`src/rtl/gpio_bank_pkg.sv`:
```
package gpio_bank_pkg;
  localparam int ADDR_W = 4;

  typedef enum logic [ADDR_W-1:0] {
    REG_DATA  = 4'd0,
    REG_DIR   = 4'd1,
    REG_INEN  = 4'd2,
    REG_POLAR = 4'd3,
    REG_EDGE  = 4'd4,
    REG_BOTH  = 4'd5,
    REG_MASK  = 4'd6,
    REG_FUNC  = 4'd7,
    REG_CLR   = 4'd8
  } reg_addr_e;
endpackage

```
`src/rtl/gpio_bank_sync.sv`:
```
module gpio_bank_sync #(
  parameter int W      = 16,
  parameter int STAGES = 3
) (
  input  logic         clk,
  input  logic         rst_n,
  input  logic [W-1:0] din,
  output logic [W-1:0] s_new,
  output logic [W-1:0] s_old
);
  logic [W-1:0] stg_q [STAGES];

  always_ff @(posedge clk or negedge rst_n) begin
    if (!rst_n) stg_q[0] <= '0;
    else        stg_q[0] <= din;
  end

  for (genvar g = 1; g < STAGES; g++) begin : g_stage
    always_ff @(posedge clk or negedge rst_n) begin
      if (!rst_n) stg_q[g] <= '0;
      else        stg_q[g] <= stg_q[g-1];
    end
  end

  assign s_new = stg_q[STAGES-2];
  assign s_old = stg_q[STAGES-1];
endmodule

```
`src/rtl/gpio_bank_sense.sv`:
```
module gpio_bank_sense #(
  parameter int W = 16
) (
  input  logic         clk,
  input  logic         rst_n,
  input  logic [W-1:0] s_new,
  input  logic [W-1:0] s_old,
  input  logic [W-1:0] inen,
  input  logic [W-1:0] polar,
  input  logic [W-1:0] edge_sel,
  input  logic [W-1:0] both,
  input  logic [W-1:0] clr,
  input  logic [W-1:0] mask,
  output logic [W-1:0] sense_q,
  output logic [W-1:0] pend_q
);
  logic [W-1:0] sense_d;
  logic [W-1:0] pend_d;
  logic [W-1:0] det;
  logic [W-1:0] lvl;

  for (genvar b = 0; b < W; b++) begin : g_bit
    assign det[b] = both[b]  ? (s_new[b] ^ s_old[b]) :
                    polar[b] ? (s_old[b] & ~s_new[b]) :
                               (s_new[b] & ~s_old[b]);
    assign lvl[b] = s_new[b] ^ polar[b];
    assign sense_d[b] = inen[b] &
                        (edge_sel[b] ? ((sense_q[b] & ~clr[b]) | det[b]) : lvl[b]);
    assign pend_d[b] = sense_q[b] & mask[b] & inen[b];
  end

  always_ff @(posedge clk or negedge rst_n) begin
    if (!rst_n) begin
      sense_q <= '0;
      pend_q  <= '0;
    end else begin
      sense_q <= sense_d;
      pend_q  <= pend_d;
    end
  end
endmodule

```
`src/rtl/gpio_bank.sv`:
```
module gpio_bank
  import gpio_bank_pkg::*;
#(
  parameter int W = 16
) (
  input  logic              clk,
  input  logic              rst_n,
  input  logic              wr_en,
  input  logic [ADDR_W-1:0] addr,
  input  logic [W-1:0]      wdata,
  output logic [W-1:0]      rdata,
  input  logic [W-1:0]      pin_in,
  output logic [W-1:0]      pin_out,
  output logic [W-1:0]      pin_oe,
  output logic              irq
);
  localparam int SYNC_STAGES = 3;

  // reset: asserted at once, released after two clock edges
  logic rst_meta_q, rst_core_n;
  always_ff @(posedge clk or negedge rst_n) begin
    if (!rst_n) begin
      rst_meta_q <= 1'b0;
      rst_core_n <= 1'b0;
    end else begin
      rst_meta_q <= 1'b1;
      rst_core_n <= rst_meta_q;
    end
  end

  logic [W-1:0] data_q, dir_q, inen_q, polar_q, edge_q, both_q, mask_q, func_q;
  logic [W-1:0] data_d, dir_d, inen_d, polar_d, edge_d, both_d, mask_d, func_d;
  logic [W-1:0] clr_vec;

  always_comb begin
    data_d  = data_q;
    dir_d   = dir_q;
    inen_d  = inen_q;
    polar_d = polar_q;
    edge_d  = edge_q;
    both_d  = both_q;
    mask_d  = mask_q;
    func_d  = func_q;
    clr_vec = '0;
    if (wr_en) begin
      case (addr)
        REG_DATA:  data_d  = (data_q & ~dir_q) | (wdata & dir_q);
        REG_DIR:   dir_d   = wdata;
        REG_INEN:  inen_d  = wdata;
        REG_POLAR: polar_d = wdata;
        REG_EDGE:  edge_d  = wdata;
        REG_BOTH:  both_d  = wdata;
        REG_MASK:  mask_d  = wdata;
        REG_FUNC:  func_d  = wdata;
        REG_CLR:   clr_vec = wdata;
        default:   ;
      endcase
    end
  end

  always_ff @(posedge clk or negedge rst_core_n) begin
    if (!rst_core_n) begin
      data_q  <= '0;
      dir_q   <= '0;
      inen_q  <= '0;
      polar_q <= '0;
      edge_q  <= '0;
      both_q  <= '0;
      mask_q  <= '0;
      func_q  <= '0;
    end else if (wr_en) begin
      data_q  <= data_d;
      dir_q   <= dir_d;
      inen_q  <= inen_d;
      polar_q <= polar_d;
      edge_q  <= edge_d;
      both_q  <= both_d;
      mask_q  <= mask_d;
      func_q  <= func_d;
    end
  end

  logic [W-1:0] s_new, s_old, sense_q, pend_q;

  gpio_bank_sync #(.W(W), .STAGES(SYNC_STAGES)) u_sync (
    .clk   (clk),
    .rst_n (rst_core_n),
    .din   (pin_in & inen_q),
    .s_new (s_new),
    .s_old (s_old)
  );

  gpio_bank_sense #(.W(W)) u_sense (
    .clk      (clk),
    .rst_n    (rst_core_n),
    .s_new    (s_new),
    .s_old    (s_old),
    .inen     (inen_q),
    .polar    (polar_q),
    .edge_sel (edge_q),
    .both     (both_q),
    .clr      (clr_vec),
    .mask     (mask_q),
    .sense_q  (sense_q),
    .pend_q   (pend_q)
  );

  // edge-mode requests take one extra stage
  logic edge_irq_d, edge_irq_q;
  assign edge_irq_d = |(pend_q & edge_q);

  always_ff @(posedge clk or negedge rst_core_n) begin
    if (!rst_core_n) edge_irq_q <= 1'b0;
    else             edge_irq_q <= edge_irq_d;
  end

  assign irq     = (|(pend_q & ~edge_q)) | edge_irq_q;
  assign pin_out = data_q;
  assign pin_oe  = dir_q & ~func_q;

  always_comb begin
    case (addr)
      REG_DATA:  rdata = (data_q & dir_q) | (sense_q & ~dir_q);
      REG_DIR:   rdata = dir_q;
      REG_INEN:  rdata = inen_q;
      REG_POLAR: rdata = polar_q;
      REG_EDGE:  rdata = edge_q;
      REG_BOTH:  rdata = both_q;
      REG_MASK:  rdata = mask_q;
      REG_FUNC:  rdata = func_q;
      default:   rdata = '0;
    endcase
  end
endmodule

```
`config.mk`:
```
export PLATFORM = sky130hd
export DESIGN_NAME = gpio_bank
export DESIGN_NICKNAME = d
export VERILOG_FILES = /design/src/rtl/gpio_bank_pkg.sv /design/src/rtl/gpio_bank_sync.sv /design/src/rtl/gpio_bank_sense.sv /design/src/rtl/gpio_bank.sv
export SDC_FILE = /design/constraint.sdc
export NUM_CORES = 1
export LEC_CHECK = 0
export BUFFER_PORTS_ARGS = -buffer_cell sky130_fd_sc_hd__buf_2
export CAP_MARGIN = 10
export CORE_UTILIZATION = 48
export DETAILED_ROUTE_END_ITERATION = 16
export GPL_TIMING_DRIVEN = 0
export PLACE_DENSITY = 0.67
export SLEW_MARGIN = 20
export SYNTH_ARGS = -nofsm -noshare
export SYNTH_HDL_FRONTEND = slang
export SYNTH_HIERARCHICAL = 1
export SYNTH_SLANG_ARGS = --single-unit
```
`constraint.sdc`:
```
create_clock -name clk -period 7 [get_ports clk]
set_clock_uncertainty 0.05 [all_clocks]
set_input_delay 0.7 -clock clk [delete_from_list [all_inputs] [get_ports clk]]
set_output_delay 0.7 -clock clk [all_outputs]
set_load 0.01 [all_outputs]
```
==> reports/metrics.yaml <==
status:
  outcome: "finished, final reports clean"
clock_network:
  clock_root_buffer: "sky130_fd_sc_hd__clkbuf_16"
  cts-buffers-inserted: 24
  tritoncts: "done"
  cts.repair.resized: 0
  cts_htree_levels: 1
  clkSlewWorstSetupHoldPaths_ps: 60
  insertion_delay_ps: 510
  max-clock-path-buffers: 3
  clk_sinks: 211
sta:
  final-setup-viol-count: 0
  drv_slew: 0
  fin_setup_tns_ps: 0
  fmax_mhz: 267
  timing_hold_violations_final: 0
  timing.slew.headroom: 0.360
  min_period_over_period: 0.534
  final.setup.worst_slack_ps: 3260
  transition_time_at_the_pin_with_the_least_slew_margin_ps: 952
  rsz_0062_raised_after_global_routing: "no"
  finalCriticalPeriod_ps: 3740
logic_synthesis:
  synth-edff-count: 0
  synthesis.nets: 925
  cells_after_synthesis: 854
  synth.top_cell.area_share: 0.515
  synth_cell_type_count: 39
  syn_area_sq_um: 10200
  syn_area_per_cell_sq_um: 12.0
  yosysWarningCount: 6
  synth.area.top_cells: "sky130_fd_sc_hd__dfrtp_1 52%, sky130_fd_sc_hd__mux2_2 13%, sky130_fd_sc_hd__ha_1 3.9%, sky130_fd_sc_hd__mux2i_1 3.1%, sky130_fd_sc_hd__inv_1 3.0%"
  seq_cells_post_synth: 211
  synth_sequential_area_ratio: 0.515
  synth_area_leader_cell: "sky130_fd_sc_hd__dfrtp_1"
  ys_dominant_reg_cell: "sky130_fd_sc_hd__dfrtp_1"
  ys_async_sr_fraction: 1.00
cells_and_area:
  postLayoutCoreUtil: 0.572
  layout-drive-gt1-share: 0.322
  design.final.nets: 1040
  n_antenna_cell: 0
  area_delta_synth_final_pct: 16.9
  stdcell_area_sq_um: 12000
hold_path:
  hp-class: "register to async pin"
global_routing:
  wire_length_of_the_first_global_routing_pass_um: 41000
  global_route.usage.total: 0.247
  grt_start_max_net_pins: 55
  via_count_of_the_first_global_routing_pass: 7184
  antenna_found_initial: 1
  grt_overflow_total: 0
setup_path:
  crit_path_top_delay_cell: "sky130_fd_sc_hd__nor4_4"
  criticalPathCategory: "input port to output port"
  cp-start-kind: "input port"
  crit_buf_inv: 3
  critPathTopFamily: "buffers and inverters"
  critPathArrivalTime_ps: 2990
  setup.worst_path.start: "addr[1]"
  crit_top_cell: "sky130_fd_sc_hd__buf_2"
  setup.worst_path.end_class: "output port"
  worst-endpoint-required_ps: 6250
  cell_breakdown_of_the_critical_path: "buf_2, nor4_4, clkbuf_1, nand2_1, o22ai_1, a211o_1, buf_2"
  rr_startpoint: "u_sync/s_new[6]"
  critical_path.max_fanout: 10
  cp_slowest_stage_delay_ps: 760
detailed_routing:
  viasPerCell: 5.61
  detail-route-antenna-nets: 0
  route.detailed.drc: 0
  num_vias: 7079
  drt_wl_total_um: 26100
  dr.first_iter.drc_count: 503
  wire_per_inst_um: 20.7
  detail_route.first_pass.iterations: 5
floorplan:
  core-area_sq_um: 21000
  die_w_um: 148
  boundaryPins: 88
  fp.dieH_um: 148
  rows: 53
  floorplan.initialDensity: 0.489
  dieArea_sq_um: 21900
place:
  dp_hpwl_um: 17400
  port_buffers: 84
  routabilityCongestion: 0.843
  postPlaceCellArea_sq_um: 11100
  dp_slack_ps: 3360
pwr:
  power.total_uw: 3750
  leakagePower_uw: 0.00589
  cellPowerDensity_nw_per_um2: 313
  vdd_drop_max_v: 0.000226
flow_run:
  max-cap-violations: 0
[routing by layer]
layer  track usage  part of all wire  vias to the layer above
li1              -                 -                     3205
met1         0.329              0.43                     3566
met2         0.407              0.48                      247
met3        0.0436             0.065                       59
met4        0.0876             0.030                        2
met5             0           0.00054                        -
[flip-flops by register name (all words and copies together), names as in the netlist, 16 cells and up, named ones only]
| name | count |
|---|---|
| both_q | 16 |
| dir_q | 16 |
| edge_q | 16 |
| func_q | 16 |
| inen_q | 16 |
| mask_q | 16 |
| polar_q | 16 |
| u_sense/pend_q | 16 |
| u_sense/sense_q | 16 |
| u_sync/s_new | 16 |
| u_sync/s_old | 16 |
| u_sync/stg_q | 16 |
[layout by cell type (no fill, tap or decap), types with 5 or more instances in the layout]
cell | Yosys | routed
sky130_fd_sc_hd__inv_1 | 82 | 82
sky130_fd_sc_hd__buf_4 | 36 | 36
sky130_fd_sc_hd__mux2_2 | 120 | 120
sky130_fd_sc_hd__nand2_1 | 36 | 36
sky130_fd_sc_hd__o21ai_0 | 18 | 18
sky130_fd_sc_hd__nand3_1 | 5 | 5
sky130_fd_sc_hd__and2_1 | 34 | 34
sky130_fd_sc_hd__a221oi_1 | 5 | 5
sky130_fd_sc_hd__nor2_1 | 35 | 35
sky130_fd_sc_hd__and3_1 | 17 | 17
sky130_fd_sc_hd__ha_1 | 32 | 32
sky130_fd_sc_hd__mux2i_1 | 32 | 32
sky130_fd_sc_hd__o221ai_1 | 16 | 16
sky130_fd_sc_hd__clkinv_2 | 0 | 6
sky130_fd_sc_hd__mux2_4 | 10 | 10
sky130_fd_sc_hd__o221a_1 | 16 | 16
sky130_fd_sc_hd__dfrtp_1 | 211 | 210
sky130_fd_sc_hd__clkbuf_8 | 0 | 7
sky130_fd_sc_hd__buf_2 | 13 | 97
sky130_fd_sc_hd__a22o_1 | 19 | 19
sky130_fd_sc_hd__a221o_1 | 14 | 14
sky130_fd_sc_hd__nor2b_1 | 20 | 20
sky130_fd_sc_hd__xor2_1 | 16 | 16
sky130_fd_sc_hd__clkbuf_16 | 0 | 25
sky130_fd_sc_hd__a211o_1 | 14 | 14
sky130_fd_sc_hd__clkbuf_1 | 12 | 14
sky130_fd_sc_hd__o22ai_1 | 19 | 19
[cells by family (layout without fill, tap and decap cells)]
group,after synthesis,count (layout),share of synthesized area
AOI/OAI and AO/OA,127,127,0.102
xor gates and xnor gates,16,16,0.0137
adders and majority gates,32,32,0.0391
buffers and inverters,145,278,0.0694
DFF,211,211,0.515
muxes,162,162,0.178
other,1,1,0.000366
and+or+nand+nor,160,160,0.0821
[where the power goes]
group	leakage, uW	switching (uW)	internal (uW)
clock	0.000427	502	834
sequential	0.00269	252	1470
combinational	0.00277	308	388
[cells in the mapped netlist (12+ instances only)]
cell	instances
sky130_fd_sc_hd__dfrtp_1	211
sky130_fd_sc_hd__mux2_2	120
sky130_fd_sc_hd__inv_1	82
sky130_fd_sc_hd__buf_4	36
sky130_fd_sc_hd__nand2_1	36
sky130_fd_sc_hd__nor2_1	35
sky130_fd_sc_hd__and2_1	34
sky130_fd_sc_hd__ha_1	32
sky130_fd_sc_hd__mux2i_1	32
sky130_fd_sc_hd__nor2b_1	20
sky130_fd_sc_hd__a22o_1	19
sky130_fd_sc_hd__o22ai_1	19
sky130_fd_sc_hd__o21ai_0	18
sky130_fd_sc_hd__and3_1	17
sky130_fd_sc_hd__o221a_1	16
sky130_fd_sc_hd__o221ai_1	16
sky130_fd_sc_hd__xor2_1	16
sky130_fd_sc_hd__a211o_1	14
sky130_fd_sc_hd__a221o_1	14
sky130_fd_sc_hd__buf_2	13
sky130_fd_sc_hd__clkbuf_1	12
[worst paths after layout]
path                                 endpoint  slack (ps)  depth (start not counted)
max                                 rdata[15]        3260                          7
min                          u_sync/stg_q[37]         240                          0
max reg2reg                u_sense/sense_q[6]        5620                          5
min reg2reg                  u_sync/stg_q[37]         240                          0
max in group asynchronous           mask_q[7]        6010                          1
min in group clk                   rst_core_n         300                          0
[layout make-up]
| type | instances | area [sq um] |
|---|---|---|
| fillers | 1815 | 8970 |
| flip-flops and latches | 211 | 5280 |
| multi-input cells | 498 | 4260 |
| clock buffers | 34 | 729 |
| repair buffers | 89 | 526 |
| plain buffers | 63 | 403 |
| well taps | 275 | 344 |
| inverters | 82 | 308 |
| clock inverters | 10 | 128 |
[through the flow]
| stage | hold WS (ps) | cells |
|---|---|---|
| 3_5_place_dp | 258 | 1217 |
| 3_3_place_gp | 282 | 1213 |
| 6_report | 245 | 1262 |
| 2_1_floorplan | 281 | 854 |
| 5_1_grt | 289 | 1262 |
| 4_1_cts | 266 | 1262 |
[repair_timing]
action                                 4_1_cts  5_1_grt
hold buffers                                 1        0
endpoints found under the hold margin        2        0
buffers inserted                             0        0
setup endpoints to repair                    0        0
(Power assumes the default switching activity.)
